==> config.mk <==
export PLATFORM = sky130hd
export DESIGN_NAME = pcm_tx_port
export DESIGN_NICKNAME = d
export VERILOG_FILES = /design/src/rtl/pcmtx_pkg.sv /design/src/rtl/pcmtx_edge.sv /design/src/rtl/pcmtx_fmt.sv /design/src/rtl/pcmtx_fsm.sv /design/src/rtl/pcm_tx_port.sv
export SDC_FILE = /design/constraint.sdc
export NUM_CORES = 1
export LEC_CHECK = 0
export BUFFER_PORTS_ARGS = -buffer_cell sky130_fd_sc_hd__buf_4
export CAP_MARGIN = 25
export CORE_ASPECT_RATIO = 1.1
export CORE_MARGIN = 5
export CORE_UTILIZATION = 55
export CTS_CLUSTER_SIZE = 16
export DETAILED_ROUTE_END_ITERATION = 16
export PLACE_DENSITY = 0.76
export SYNTH_ARGS = -nofsm -noshare
export SYNTH_HDL_FRONTEND = slang
export SYNTH_SLANG_ARGS = --single-unit
==> constraint.sdc <==
create_clock -name clk -period 2.3 [get_ports clk]
set_input_delay 0.23 -clock clk [delete_from_list [all_inputs] [get_ports clk]]
set_output_delay 0.23 -clock clk [all_outputs]
set_load 0.01 [all_outputs]
==> src/rtl/pcmtx_pkg.sv <==
package pcmtx_pkg;
    typedef enum logic [1:0] {
        ST_IDLE,
        ST_ARMED,
        ST_DRIVE,
        ST_TAIL
    } tx_state_t;
endpackage

==> src/rtl/pcmtx_edge.sv <==
// Multi-stage synchronizer followed by a single-cycle edge detector.
module pcmtx_edge #(
    parameter int STAGES = 2
) (
    input  logic clk,
    input  logic rst_n,
    input  logic din,
    output logic lvl,
    output logic rise,
    output logic fall
);
    logic [STAGES-1:0] chain;
    logic              prev;

    always_ff @(posedge clk or negedge rst_n) begin
        if (!rst_n) begin
            chain <= '0;
            prev  <= 1'b0;
        end else begin
            chain <= {chain[STAGES-2:0], din};
            prev  <= chain[STAGES-1];
        end
    end

    assign lvl  = chain[STAGES-1];
    assign rise = lvl & ~prev;
    assign fall = ~lvl & prev;
endmodule

==> src/rtl/pcmtx_fmt.sv <==
// Counts bit-clock falls inside the frame-sync pulse; classifies at its fall.
module pcmtx_fmt #(
    parameter int CNT_W    = 3,
    parameter int LONG_MIN = 2
) (
    input  logic clk,
    input  logic rst_n,
    input  logic fs_lvl,
    input  logic fs_rise,
    input  logic fs_fall,
    input  logic b_fall,
    output logic long_fmt
);
    localparam logic [CNT_W-1:0] CNT_MAX = {CNT_W{1'b1}};
    localparam logic [CNT_W-1:0] CNT_THR = CNT_W'(LONG_MIN);

    logic [CNT_W-1:0] falls;

    always_ff @(posedge clk or negedge rst_n) begin
        if (!rst_n) begin
            falls    <= '0;
            long_fmt <= 1'b0;
        end else begin
            if (fs_rise)
                falls <= '0;
            else if (fs_lvl && b_fall && falls != CNT_MAX)
                falls <= falls + 1'b1;
            if (fs_fall)
                long_fmt <= (falls >= CNT_THR);
        end
    end
endmodule

==> src/rtl/pcmtx_fsm.sv <==
// Slot sequencer with word holding register and shift register.
module pcmtx_fsm
    import pcmtx_pkg::*;
#(
    parameter int W = 8
) (
    input  logic         clk,
    input  logic         rst_n,
    input  logic         tx_en,
    input  logic         long_fmt,
    input  logic         fs_lvl,
    input  logic         fs_rise,
    input  logic         b_lvl,
    input  logic         b_rise,
    input  logic         b_fall,
    input  logic [W-1:0] word_in,
    input  logic         word_load,
    output logic         dout,
    output logic         dout_en
);
    localparam int CW = (W > 1) ? $clog2(W) : 1;
    localparam logic [CW-1:0] LAST = CW'(W - 1);

    tx_state_t     state, nxt;
    logic [W-1:0]  hold, shreg;
    logic [CW-1:0] bitcnt;
    logic          armed;
    logic          fresh;

    assign fresh = armed | fs_rise;

    // next-state logic
    always_comb begin
        nxt = state;
        unique case (state)
            ST_IDLE: begin
                if (fs_lvl && fresh) begin
                    if (long_fmt && b_lvl)
                        nxt = ST_DRIVE;          // long start
                    else if (!long_fmt && b_fall)
                        nxt = ST_ARMED;          // short capture
                end
            end
            ST_ARMED: if (b_rise) nxt = ST_DRIVE;
            ST_DRIVE: begin
                if (b_fall && bitcnt == LAST)
                    nxt = (long_fmt && fs_lvl) ? ST_TAIL : ST_IDLE;
            end
            ST_TAIL:  if (!fs_lvl) nxt = ST_IDLE;
            default:  nxt = ST_IDLE;
        endcase
        if (!tx_en) nxt = ST_IDLE;
    end

    // state and datapath registers
    always_ff @(posedge clk or negedge rst_n) begin
        if (!rst_n) begin
            state  <= ST_IDLE;
            hold   <= '0;
            shreg  <= '0;
            bitcnt <= '0;
            armed  <= 1'b0;
        end else begin
            state <= nxt;
            if (word_load)
                hold <= word_in;
            if (!tx_en || (state == ST_IDLE && nxt != ST_IDLE))
                armed <= 1'b0;
            else if (fs_rise)
                armed <= 1'b1;
            if (state == ST_IDLE && fs_rise)
                shreg <= hold;
            else if (state == ST_DRIVE && b_rise && bitcnt != LAST)
                shreg <= {shreg[W-2:0], 1'b0};
            if (state != ST_DRIVE)
                bitcnt <= '0;
            else if (b_rise && bitcnt != LAST)
                bitcnt <= bitcnt + 1'b1;
        end
    end

    // outputs
    always_comb begin
        dout_en = 1'b0;
        dout    = 1'b0;
        unique case (state)
            ST_DRIVE, ST_TAIL: begin
                dout_en = 1'b1;
                dout    = shreg[W-1];
            end
            default: ;
        endcase
    end
endmodule

==> src/rtl/pcm_tx_port.sv <==
module pcm_tx_port #(
    parameter int WORD_W      = 8,
    parameter int SYNC_STAGES = 2,
    parameter int FS_CNT_W    = 3,
    parameter int LONG_FALLS  = 2
) (
    input  logic              clk,
    input  logic              rst_n,
    input  logic              tx_en,
    input  logic              bclk,
    input  logic              fsync,
    input  logic [WORD_W-1:0] word_in,
    input  logic              word_load,
    output logic              dout,
    output logic              dout_en,
    output logic              slot_active,
    output logic              long_fmt
);
    logic b_lvl, b_rise, b_fall;
    logic fs_lvl, fs_rise, fs_fall;

    pcmtx_edge #(.STAGES(SYNC_STAGES)) u_bclk (
        .clk(clk), .rst_n(rst_n), .din(bclk),
        .lvl(b_lvl), .rise(b_rise), .fall(b_fall)
    );

    pcmtx_edge #(.STAGES(SYNC_STAGES)) u_fsync (
        .clk(clk), .rst_n(rst_n), .din(fsync),
        .lvl(fs_lvl), .rise(fs_rise), .fall(fs_fall)
    );

    pcmtx_fmt #(.CNT_W(FS_CNT_W), .LONG_MIN(LONG_FALLS)) u_fmt (
        .clk(clk), .rst_n(rst_n), .fs_lvl(fs_lvl), .fs_rise(fs_rise),
        .fs_fall(fs_fall), .b_fall(b_fall), .long_fmt(long_fmt)
    );

    pcmtx_fsm #(.W(WORD_W)) u_fsm (
        .clk(clk), .rst_n(rst_n), .tx_en(tx_en), .long_fmt(long_fmt),
        .fs_lvl(fs_lvl), .fs_rise(fs_rise), .b_lvl(b_lvl),
        .b_rise(b_rise), .b_fall(b_fall), .word_in(word_in),
        .word_load(word_load), .dout(dout), .dout_en(dout_en)
    );

    assign slot_active = dout_en;
endmodule

==> key figures, run 1 <==
Outcome
  – Status: finished, final reports clean

Cells and area
  – Post-Layout Inst Area: 1620 sq um
  – FILL cells: 218
  – Antenna Cells: 0
  – Final-stage net count: 170
  – Layout cell share with drive strength beyond 1: 21.6%
  – FF/Latch Area: 801 sq um
  – Area of the multi-input gates: 551 sq um
  – Area Overhead vs Synth: 16.2%

Placement
  – Placer Congestion: 0.718
  – IO Port Bufs: 17
  – Area after DPL: 1530 sq um
  – Detail Placement HPWL: 1730 microns

CTS
  – H-Tree Depth: 2
  – CTS Buffer Depth: 2
  – CTS resizes: 0
  – # hold bufs at CTS: 3
  – Reg clk slew, reported paths: 0.10 ns
  – Skew-Pair Late Insertion Delay: 0.33 ns
  – # Post-CTS Setup Buffers: 0
  – TritonCTS buffer count: 5
  – CTS sink count: 32
  – Root Buffer: clkbuf_4
  – CTS tree: yes

Critical path
  – CP max-delay cell: dfrtp_1
  – Critical path's most frequent cell: ha_1
  – Worst Path Max Fanout: 8
  – Crit-path max cell delay: 0.41 ns
  – Worst Setup Start Kind: flop
  – Crit path buf inv count: 0
  – Worst path required time: 2.55 ns
  – Crit-path cells: ha_1 -> ha_1 -> nor3b_4 -> and2_1 -> nand2_1 -> a31oi_1
  – Critical Path AT: 2.10 ns
  – Setup crit end kind: flop
  – Family with the most delay on the worst path: simple AND/OR/NAND/NOR gates
  – Critical path class: reg -> reg

Yosys
  – Synth Area in Compound Gates: 9.43%
  – Distinct cells, synth: 28
  – Synth Flop Type: dfrtp_1
  – Part of the Yosys area used for sequential elements: 57.5%
  – Multiplexer share of the synthesized area: 7.09%
  – Cell Area, Synth: 1390 sq um
  – Synth area leaders: dfrtp_1 (57%), nand2_1 (6.7%), mux2_2 (5.7%)
  – Synth Instances: 130
  – Post-synth EDFFs: 0
  – Post-synth top area cell: dfrtp_1
  – Share of the synthesized area in the top cell type: 57.5%
  – Avg Inst Size Synth: 10.7 sq um
  – Simple-gate portion of the synthesized area: 18.1%
  – Leading cell type by number of instances after synthesis: dfrtp_1
  – Largest family of logic cells by synthesized area: simple AND/OR/NAND/NOR gates
  – Adder-cell share of the synthesized area: 3.59%
  – Ys async rst share: 100%
  – #FFs+latches synth: 32
  – Syn Nets: 148
  – Synth Warn #: 0
  – Commonest cells post-synth: dfrtp_1 (32), nand2_1 (25), nor2_1 (15)
  – XOR/XNOR share of the synthesized area: 1.26%

GRT
  – Global-route wire length before repair: 4330 microns
  – GR Util All Layers: 15.6%
  – Largest net degree at the start of global routing: 33
  – Initial antenna violation count: 0
  – Vias in the first global route: 1,014
  – Grt total ovfl: 0

Floorplanning
  – I/O pin cnt: 18
  – Initial Util: 56.4%
  – Die area: 3640 sq um
  – Core ar.: 2470 sq um
  – Die width: 58 microns
  – Die Height: 62.8 microns
  – Row Count: 19

STA
  – Post-route setup TNS: 0 ns
  – Fin crit share: 80.6%
  – Final Hold Fails: 0
  – Slew Viols, Final: 0
  – Relative slew slack: 66.0%
  – Min cycle time layout: 1.85 ns
  – Setup violators final: 0
  – Worst slew pin tran: 0.508 ns
  – RSZ-0062 raised after global routing: no
  – Fmax: 539 MHz
  – Clk_skew: 0.0109 ns

Power and ir drop
  – Clock Power Share: 25.7%
  – Leak: 0.778 nW
  – Power Density: 783 nW/um^2
  – P_int: 0.911 mW
  – Reg power frac: 56.5%
  – Switching part of the total: 28.2%
  – Logic pwr share: 17.7%
  – Switching power: 0.358 mW
  – VDD IR max: 0.000700 V

Worst hold path
  – HP Class: in -> reg

Detailed routing
  – Drt wl/cell: 12.9 microns
  – Via count: 989
  – Residual DRC: 0
  – TritonRoute pass-1 iters: 4
  – Final WL: 2380 microns
  – Detailed Route Iter0 Violations: 19
  – ANT nets after route: 0
  – Avg Vias per Cell: 5.38

Flow run
  – Number of max-cap violations: 0
==> cell families after synthesis <==
kind of cell / after synthesis
AND/OR/NAND/NOR: 54
XOR/XNOR: 2
buffers and inverters: 8
AO/OA/AOI/OAI: 21
flip-flops: 32
adder cells (fa/ha/maj): 4
multiplexers: 9
==> power groups by stage <==
stage	registers (mW)	logic (mW)	clock network [mW]
global placement	0.724	0.213	0
detailed placement	0.729	0.223	0
global route	0.731	0.257	0.377
finish	0.717	0.225	0.327
CTS	0.718	0.228	0.342
floorplan	0.710	0.161	0
==> routing by layer <==
| layer | global-route usage, % | vias up | wire, microns |
|---|---|---|---|
| met5 | 0 | - | 0 |
| met4 | 6.96 | 0 | 45 |
| met3 | 5.58 | 4 | 121 |
| met2 | 26.4 | 19 | 1240 |
| met1 | 17.0 | 480 | 971 |
| li1 | - | 486 | - |
==> metrics by stage <==
stage          setup slack (ns)  power [mW]  utilization (%)  hold WS, ns  cells
5_1_grt                   0.330        1.36             65.5       0.0930    184
3_5_place_dp              0.465       0.953             61.8        0.188    173
2_1_floorplan             0.684       0.871                -      -0.0656    130
3_3_place_gp              0.572       0.937             61.8        0.181    173
4_1_cts                   0.438        1.29             65.5        0.103    184
6_report                  0.446        1.27             65.5        0.116    184
==> final cells by class <==
cell class / count / area share [%]
sequential: 32 / 49.4
multi-input combinational: 90 / 34.0
timing repair buffer: 20 / 9.73
clock buffer: 6 / 3.17
tap: 31 / 2.39
inverter: 3 / 0.695
clock inverter: 2 / 0.618
==> worst min-delay path, delay by kind of cell <==
family                 cells  cell delay, ns
AND/OR/NAND/NOR            1            0.04
buffers and inverters      1            0.07
AO/OA/AOI/OAI              1            0.06
==> layout by cell type (no fill, tap or decap) <==
| cell | n |
|---|---|
| a21boi_0 | 1 |
| a21oi_1 | 2 |
| a31oi_1 | 9 |
| and2_1 | 2 |
| and2b_1 | 2 |
| buf_4 | 17 |
| clkbuf_4 | 5 |
| clkbuf_8 | 1 |
| clkinv_2 | 2 |
| dfrtp_1 | 32 |
| dlygate4sd3_1 | 3 |
| ha_1 | 4 |
| inv_1 | 3 |
| mux2_2 | 7 |
| mux2i_1 | 2 |
| nand2_1 | 25 |
| nand2b_1 | 1 |
| nand3_1 | 1 |
| nand3b_1 | 1 |
| nand4_1 | 1 |
| nor2_1 | 15 |
| nor2b_1 | 2 |
| nor3_1 | 2 |
| nor3b_4 | 1 |
| o211a_1 | 2 |
| o21ai_0 | 5 |
| o22ai_1 | 2 |
| or3b_1 | 1 |
| xnor2_1 | 2 |
==> state kept, by name (all words and copies together) (netlist names) <==
register and count:
u_fsm.hold 8, u_fmt.falls 3, u_fsync.prev 1, u_fsync.chain 2, u_fmt.long_fmt 1, u_bclk.chain 2
u_bclk.prev 1, u_fsm.shreg 8, u_fsm.state 2, u_fsm.bitcnt 3, u_fsm.armed 1
==> worst paths after layout <==
| kind | startpoint | to | slack (ns) | cells past startpoint |
|---|---|---|---|---|
| worst max-delay path | u_fsm.bitcnt[0] | u_fsm.shreg[2] | 0.45 | 6 |
| worst min-delay path | word_in[0] | u_fsm.hold[0] | 0.12 | 3 |
| worst max register to register | u_fsm.bitcnt[0] | u_fsm.shreg[2] | 0.45 | 6 |
| worst min register to register | u_fsync.chain[0] | u_fsync.chain[1] | 0.35 | 0 |
| max in group asynchronous | rst_n | u_fmt.falls[0] | 1.65 | 2 |
| min in group asynchronous | rst_n | u_fsm.state[0] | 0.36 | 2 |
No activity file was read; power rests on OpenSTA's default activity.
==> run 2, diff against run 1 <==
--- a/config.mk
+++ b/config.mk
@@ -9,10 +9,10 @@
 export CAP_MARGIN = 25
 export CORE_ASPECT_RATIO = 1.1
 export CORE_MARGIN = 5
-export CORE_UTILIZATION = 55
+export CORE_UTILIZATION = 50
 export CTS_CLUSTER_SIZE = 16
 export DETAILED_ROUTE_END_ITERATION = 16
-export PLACE_DENSITY = 0.76
+export PLACE_DENSITY = 0.73
 export SYNTH_ARGS = -nofsm -noshare
 export SYNTH_HDL_FRONTEND = slang
 export SYNTH_SLANG_ARGS = --single-unit
==> constraint.sdc (replaced) <==
create_clock -name clk -period 1.7 [get_ports clk]
set_input_delay 0.17 -clock clk [delete_from_list [all_inputs] [get_ports clk]]
set_output_delay 0.17 -clock clk [all_outputs]
set_load 0.01 [all_outputs]
==> run 2 against run 1 <==
Register-to-register slack lost 0.35 ns. Global-route usage shrank 0.59 points. Non-clock buffer count grew 2. Sequential share of layout area shrank 0.60 points. Final area grew 1.2%. Setup slack lost 0.35 ns. Critical path depth is the same. Highest routed layer unchanged.
==> key figures, run 2 (synthesized netlist as in run 1, its figures left out) <==
Detailed routing
  – TritonRoute pass-1 iters: 4
  – ANT nets after route: 0
  – Detailed Route Iter0 Violations: 26
  – Avg Vias per Cell: 5.29
  – Drt wl/cell: 12.6 microns
  – Final WL: 2360 microns
  – Residual DRC: 0
  – Via count: 994

Cells and area
  – Final-stage net count: 172
  – Antenna Cells: 0
  – Most frequent cells in the layout: dfrtp_1 (32), nand2_1 (25), buf_4 (19), nor2_1 (15), a31oi_1 (9)
  – Final core utilization: 60.1%
  – Commonest non-fill, non-tap cell in the layout: dfrtp_1
  – FILL cells: 220
  – Post-Layout Inst Area: 1640 sq um
  – Area Overhead vs Synth: 17.7%
  – Layout cell share with drive strength beyond 1: 23.2%
  – Largest regs: u_fsm.hold (8), u_fsm.shreg (8)

STA
  – Fmax: 626 MHz
  – Setup violators final: 0
  – Relative slew slack: 66.3%
  – Final Hold Fails: 0
  – Worst slew pin tran: 0.504 ns
  – Min cycle time layout: 1.60 ns
  – Setup ws final: 0.101 ns
  – Slew Viols, Final: 0
  – Worst hold slack: 0.0812 ns
  – Clk_skew: 0.0188 ns
  – Fin crit share: 94.0%

GRT
  – Grt total ovfl: 0
  – Global-route wire length before repair: 4350 microns
  – Initial antenna violation count: 0
  – Largest net degree at the start of global routing: 33
  – Vias in the first global route: 1,033
  – GR Util All Layers: 15.0%

CTS
  – CTS tree: yes
  – H-Tree Depth: 2
  – Reg clk slew, reported paths: 0.11 ns
  – CTS sink count: 32
  – Skew-Pair Late Insertion Delay: 0.32 ns
  – Root Buffer: clkbuf_4
  – TritonCTS buffer count: 5
  – CTS Buffer Depth: 2

Critical path
  – Worst Setup Start Kind: flop
  – Setup crit end kind: flop
  – Crit path buf inv count: 0
  – R2r setup slk: 0.10 ns
  – CP max-delay cell: dfrtp_1
  – Family with the most delay on the worst path: simple AND/OR/NAND/NOR gates
  – Critical path class: reg -> reg
  – Worst Path Max Fanout: 7
  – Worst path required time: 1.87 ns
  – Critical Path AT: 1.77 ns
  – Crit-path max cell delay: 0.41 ns
  – Crit-path cells: ha_1 -> ha_1 -> nor3b_4 -> nand2_1 -> nand2_1 -> a31oi_1

Placement
  – Post-placement setup slack: 0.0188 ns
  – Placer Congestion: 0.744
  – Detail Placement HPWL: 1700 microns
  – Area after DPL: 1540 sq um
  – IO Port Bufs: 17

Floorplanning
  – Die area: 3940 sq um
  – Die width: 60.3 microns
  – I/O pin cnt: 18
  – Initial Util: 51.1%
  – Core ar.: 2730 sq um
  – Die Height: 65.4 microns
  – Row Count: 20

Power and ir drop
  – VDD IR max: 0.000867 V
  – Leak: 0.790 nW
  – Power Density: 1040 nW/um^2

Worst hold path
  – HP Class: in -> reg

Outcome
  – Status: finished, final reports clean

Flow run
  – Number of max-cap violations: 0
run 2: worst paths after layout:
check                                 from              end  depth (start not counted)
min in group asynchronous            rst_n   u_fsm.state[0]                          2
hold reg to reg            u_bclk.chain[0]  u_bclk.chain[1]                          0
setup / recovery           u_fsm.bitcnt[0]   u_fsm.shreg[1]                          6
setup reg to reg           u_fsm.bitcnt[0]   u_fsm.shreg[1]                          6
hold / removal                  word_in[6]    u_fsm.hold[6]                          2
max in group asynchronous            rst_n  u_bclk.chain[0]                          2
run 2: report_power, final:
group          internal, mW  leakage, nW  switching, mW  total (mW)
registers             0.886        0.390         0.0808       0.967
logic                 0.153        0.361          0.151       0.305
clock network         0.197       0.0380          0.243       0.440
run 2: per-layer routing:
| layer | wire length [microns] | part of all wire, % | global-route usage [%] |
|---|---|---|---|
| met1 | 1030 | 43 | 18.0 |
| met2 | 1180 | 50 | 24.2 |
| met3 | 107 | 4.5 | 5.30 |
| met4 | 42 | 1.8 | 5.82 |
| met5 | 0 | 0 | 0 |
run 2: cell type report:
| type | instances | area (sq um) | share of cell area [%] |
|---|---|---|---|
| repair buffers | 22 | 173 | 10.5 |
| multi-input cells | 90 | 553 | 33.7 |
| well taps | 33 | 41.3 | 2.52 |
| clock buffers | 6 | 51.3 | 3.13 |
| inverters | 3 | 11.3 | 0.687 |
| clock inverters | 2 | 10.0 | 0.610 |
| flip-flops and latches | 32 | 801 | 48.8 |
run 2: timing repair:
action                                  in CTS  in global routing
setup buffers                                0                  1
endpoints found under the setup margin       4                  5
pin swaps                                    0                  0
gates resized for setup                      1                  1
hold buffers                                 3                  0
hold endpoints to repair                    34                  0
run 2: metrics by stage:
step	std cells	total power [mW]	setup TNS (ns)
6_report	188	1.71	0
5_1_grt	188	1.84	-0.00380
4_1_cts	187	1.73	0
3_5_place_dp	176	1.28	0
3_3_place_gp	176	1.27	0
2_1_floorplan	130	1.18	0
==> run 3, diff against run 2 <==
--- a/config.mk
+++ b/config.mk
@@ -13,6 +13,7 @@
 export CTS_CLUSTER_SIZE = 16
 export DETAILED_ROUTE_END_ITERATION = 16
 export PLACE_DENSITY = 0.73
+export RECOVER_POWER = 25
 export SYNTH_ARGS = -nofsm -noshare
 export SYNTH_HDL_FRONTEND = slang
 export SYNTH_SLANG_ARGS = --single-unit
==> run 3 against run 2 <==
Sequential cell count is the same. Sequential power is essentially flat. First-iteration DRC count is the same. Non-clock buffer count is the same. Critical path depth is the same. Setup slack is the same. Hold slack is essentially flat. Critical endpoint unchanged.
==> key figures, run 3 (synthesized netlist as in run 1, its figures left out) <==
Cells and area
  – Final-stage net count: 172
  – Commonest non-fill, non-tap cell in the layout: dfrtp_1
  – Post-Layout Inst Area: 1640 sq um
  – Area Overhead vs Synth: 17.5%
  – Largest regs: u_fsm.hold (8), u_fsm.shreg (8)
  – FILL cells: 221
  – Layout cell share with drive strength beyond 1: 23.2%
  – Antenna Cells: 0
  – Most frequent cells in the layout: dfrtp_1 (32), nand2_1 (25), buf_4 (16), nor2_1 (15), a31oi_1 (9)

Critical path
  – Worst path required time: 1.87 ns
  – CP max-delay cell: dfrtp_1
  – Critical Path AT: 1.77 ns
  – Crit path launch: u_fsm.bitcnt[0]
  – Critical path class: reg -> reg
  – R2r startpoint: u_fsm.bitcnt[0]
  – CP Capture Point: u_fsm.shreg[1]
  – R2r setup slk: 0.10 ns
  – Worst Setup Start Kind: flop
  – Setup crit end kind: flop
  – Crit-path max cell delay: 0.41 ns
  – Crit-path cells: ha_1 -> ha_1 -> nor3b_4 -> nand2_1 -> nand2_1 -> a31oi_1
  – Worst Path Max Fanout: 7
  – Reg2Reg Depth: 6
  – R2R Path End: u_fsm.shreg[1]

STA
  – Min cycle time layout: 1.60 ns
  – Fmax: 626 MHz
  – Slew Viols, Final: 0
  – Fin crit share: 94.0%
  – Final Hold Fails: 0
  – Worst hold slack: 0.0812 ns
  – Setup violators final: 0
  – Setup ws final: 0.101 ns
  – Worst slew pin tran: 0.774 ns
  – Clk_skew: 0.0188 ns
  – Post-route setup TNS: 0 ns
  – Relative slew slack: 48.4%

CTS
  – TritonCTS buffer count: 5
  – H-Tree Depth: 2
  – CTS sink count: 32
  – Skew-Pair Late Insertion Delay: 0.32 ns
  – Root Buffer: clkbuf_4
  – Reg clk slew, reported paths: 0.11 ns
  – CTS tree: yes
  – CTS Buffer Depth: 2

Placement
  – Detail Placement HPWL: 1700 microns
  – Placer Congestion: 0.744
  – IO Port Bufs: 17
  – Post-placement setup slack: 0.0188 ns
  – Area after DPL: 1540 sq um

Detailed routing
  – Final WL: 2360 microns
  – Via count: 994
  – Detailed Route Iter0 Violations: 26
  – ANT nets after route: 0
  – Residual DRC: 0
  – TritonRoute pass-1 iters: 4
  – Avg Vias per Cell: 5.29
  – Drt wl/cell: 12.5 microns

Worst hold path
  – HP Class: in -> reg

GRT
  – Grt total ovfl: 0
  – Largest net degree at the start of global routing: 33
  – Global-route wire length before repair: 4350 microns
  – Initial antenna violation count: 0
  – Vias in the first global route: 1,033
  – GR Util All Layers: 15.0%

Power and ir drop
  – VDD IR max: 0.000867 V
  – Switching power: 0.475 mW
  – Logic pwr share: 17.7%
  – Power Density: 1040 nW/um^2
  – Reg power frac: 56.5%
  – Switching part of the total: 27.8%
  – Clock Power Share: 25.7%
  – Overall Power: 1.71 mW
  – P_int: 1.24 mW
  – Leak: 0.789 nW

Floorplanning
  – Row Count: 20
  – Die Height: 65.4 microns
  – Initial Util: 51.1%
  – Die area: 3940 sq um
  – I/O pin cnt: 18
  – Die width: 60.3 microns
  – Core ar.: 2730 sq um

Outcome
  – Status: finished, final reports clean

Flow run
  – Number of max-cap violations: 0
[run 3: worst min path at each step]
stage / start / slack [ns] / depth (start not counted) / endpoint
floorplan: rst_n / -0.13 / 0 / u_bclk.chain[0]
global placement: rst_n / 0.12 / 1 / u_fsm.state[1]
detailed placement: rst_n / 0.13 / 1 / u_fsm.state[0]
CTS: word_in[6] / 0.07 / 2 / u_fsm.hold[6]
global route: word_in[7] / 0.05 / 2 / u_fsm.hold[7]
finish: word_in[6] / 0.08 / 2 / u_fsm.hold[6]
[run 3: cell type report]
cell class | instances | area, sq um | area share, %
clock buffers | 6 | 51.3 | 3.13
clock inverters | 2 | 10.0 | 0.611
inverters | 3 | 11.3 | 0.688
multi-input cells | 90 | 553 | 33.8
flip-flops and latches | 32 | 801 | 48.9
well taps | 33 | 41.3 | 2.52
repair buffers | 22 | 170 | 10.4
[run 3: worst max-delay path: cells and delay by family, from the launching register on]
kind,cells,cell delay (ns)
fa+ha+maj,2,0.43
simple gates,3,0.53
compound gates,1,0.08
flops,1,0.41
[run 3: power by group through the flow]
stage	combinational (mW)	clock (mW)	sequential, mW
2_1_floorplan	0.218	0	0.961
3_3_place_gp	0.289	0	0.980
3_5_place_dp	0.298	0	0.984
4_1_cts	0.306	0.456	0.968
5_1_grt	0.350	0.504	0.987
6_report	0.304	0.440	0.967
[run 3: stage by stage]
step | utilization (%) | std cells
3_3_place_gp | 56.4 | 176
3_5_place_dp | 56.4 | 176
2_1_floorplan | - | 130
5_1_grt | 60.0 | 188
4_1_cts | 59.8 | 187
6_report | 60.0 | 188
[run 3: timing repair]
| action | 4_1_cts | 5_1_grt |
|---|---|---|
| setup buffers | 0 | 1 |
| resized for setup | 1 | 1 |
| hold buffers | 3 | 0 |
| endpoints found under the hold margin | 34 | 0 |
| endpoints found under the setup margin | 4 | 5 |
[run 3: layer usage]
| layer | global-route usage, % | up-vias | wire length [microns] |
|---|---|---|---|
| met2 | 24.2 | 20 | 1180 |
| li1 | - | 493 | - |
| met3 | 5.30 | 4 | 107 |
| met5 | 0 | - | 0 |
| met1 | 18.0 | 477 | 1020 |
| met4 | 5.82 | 0 | 42 |
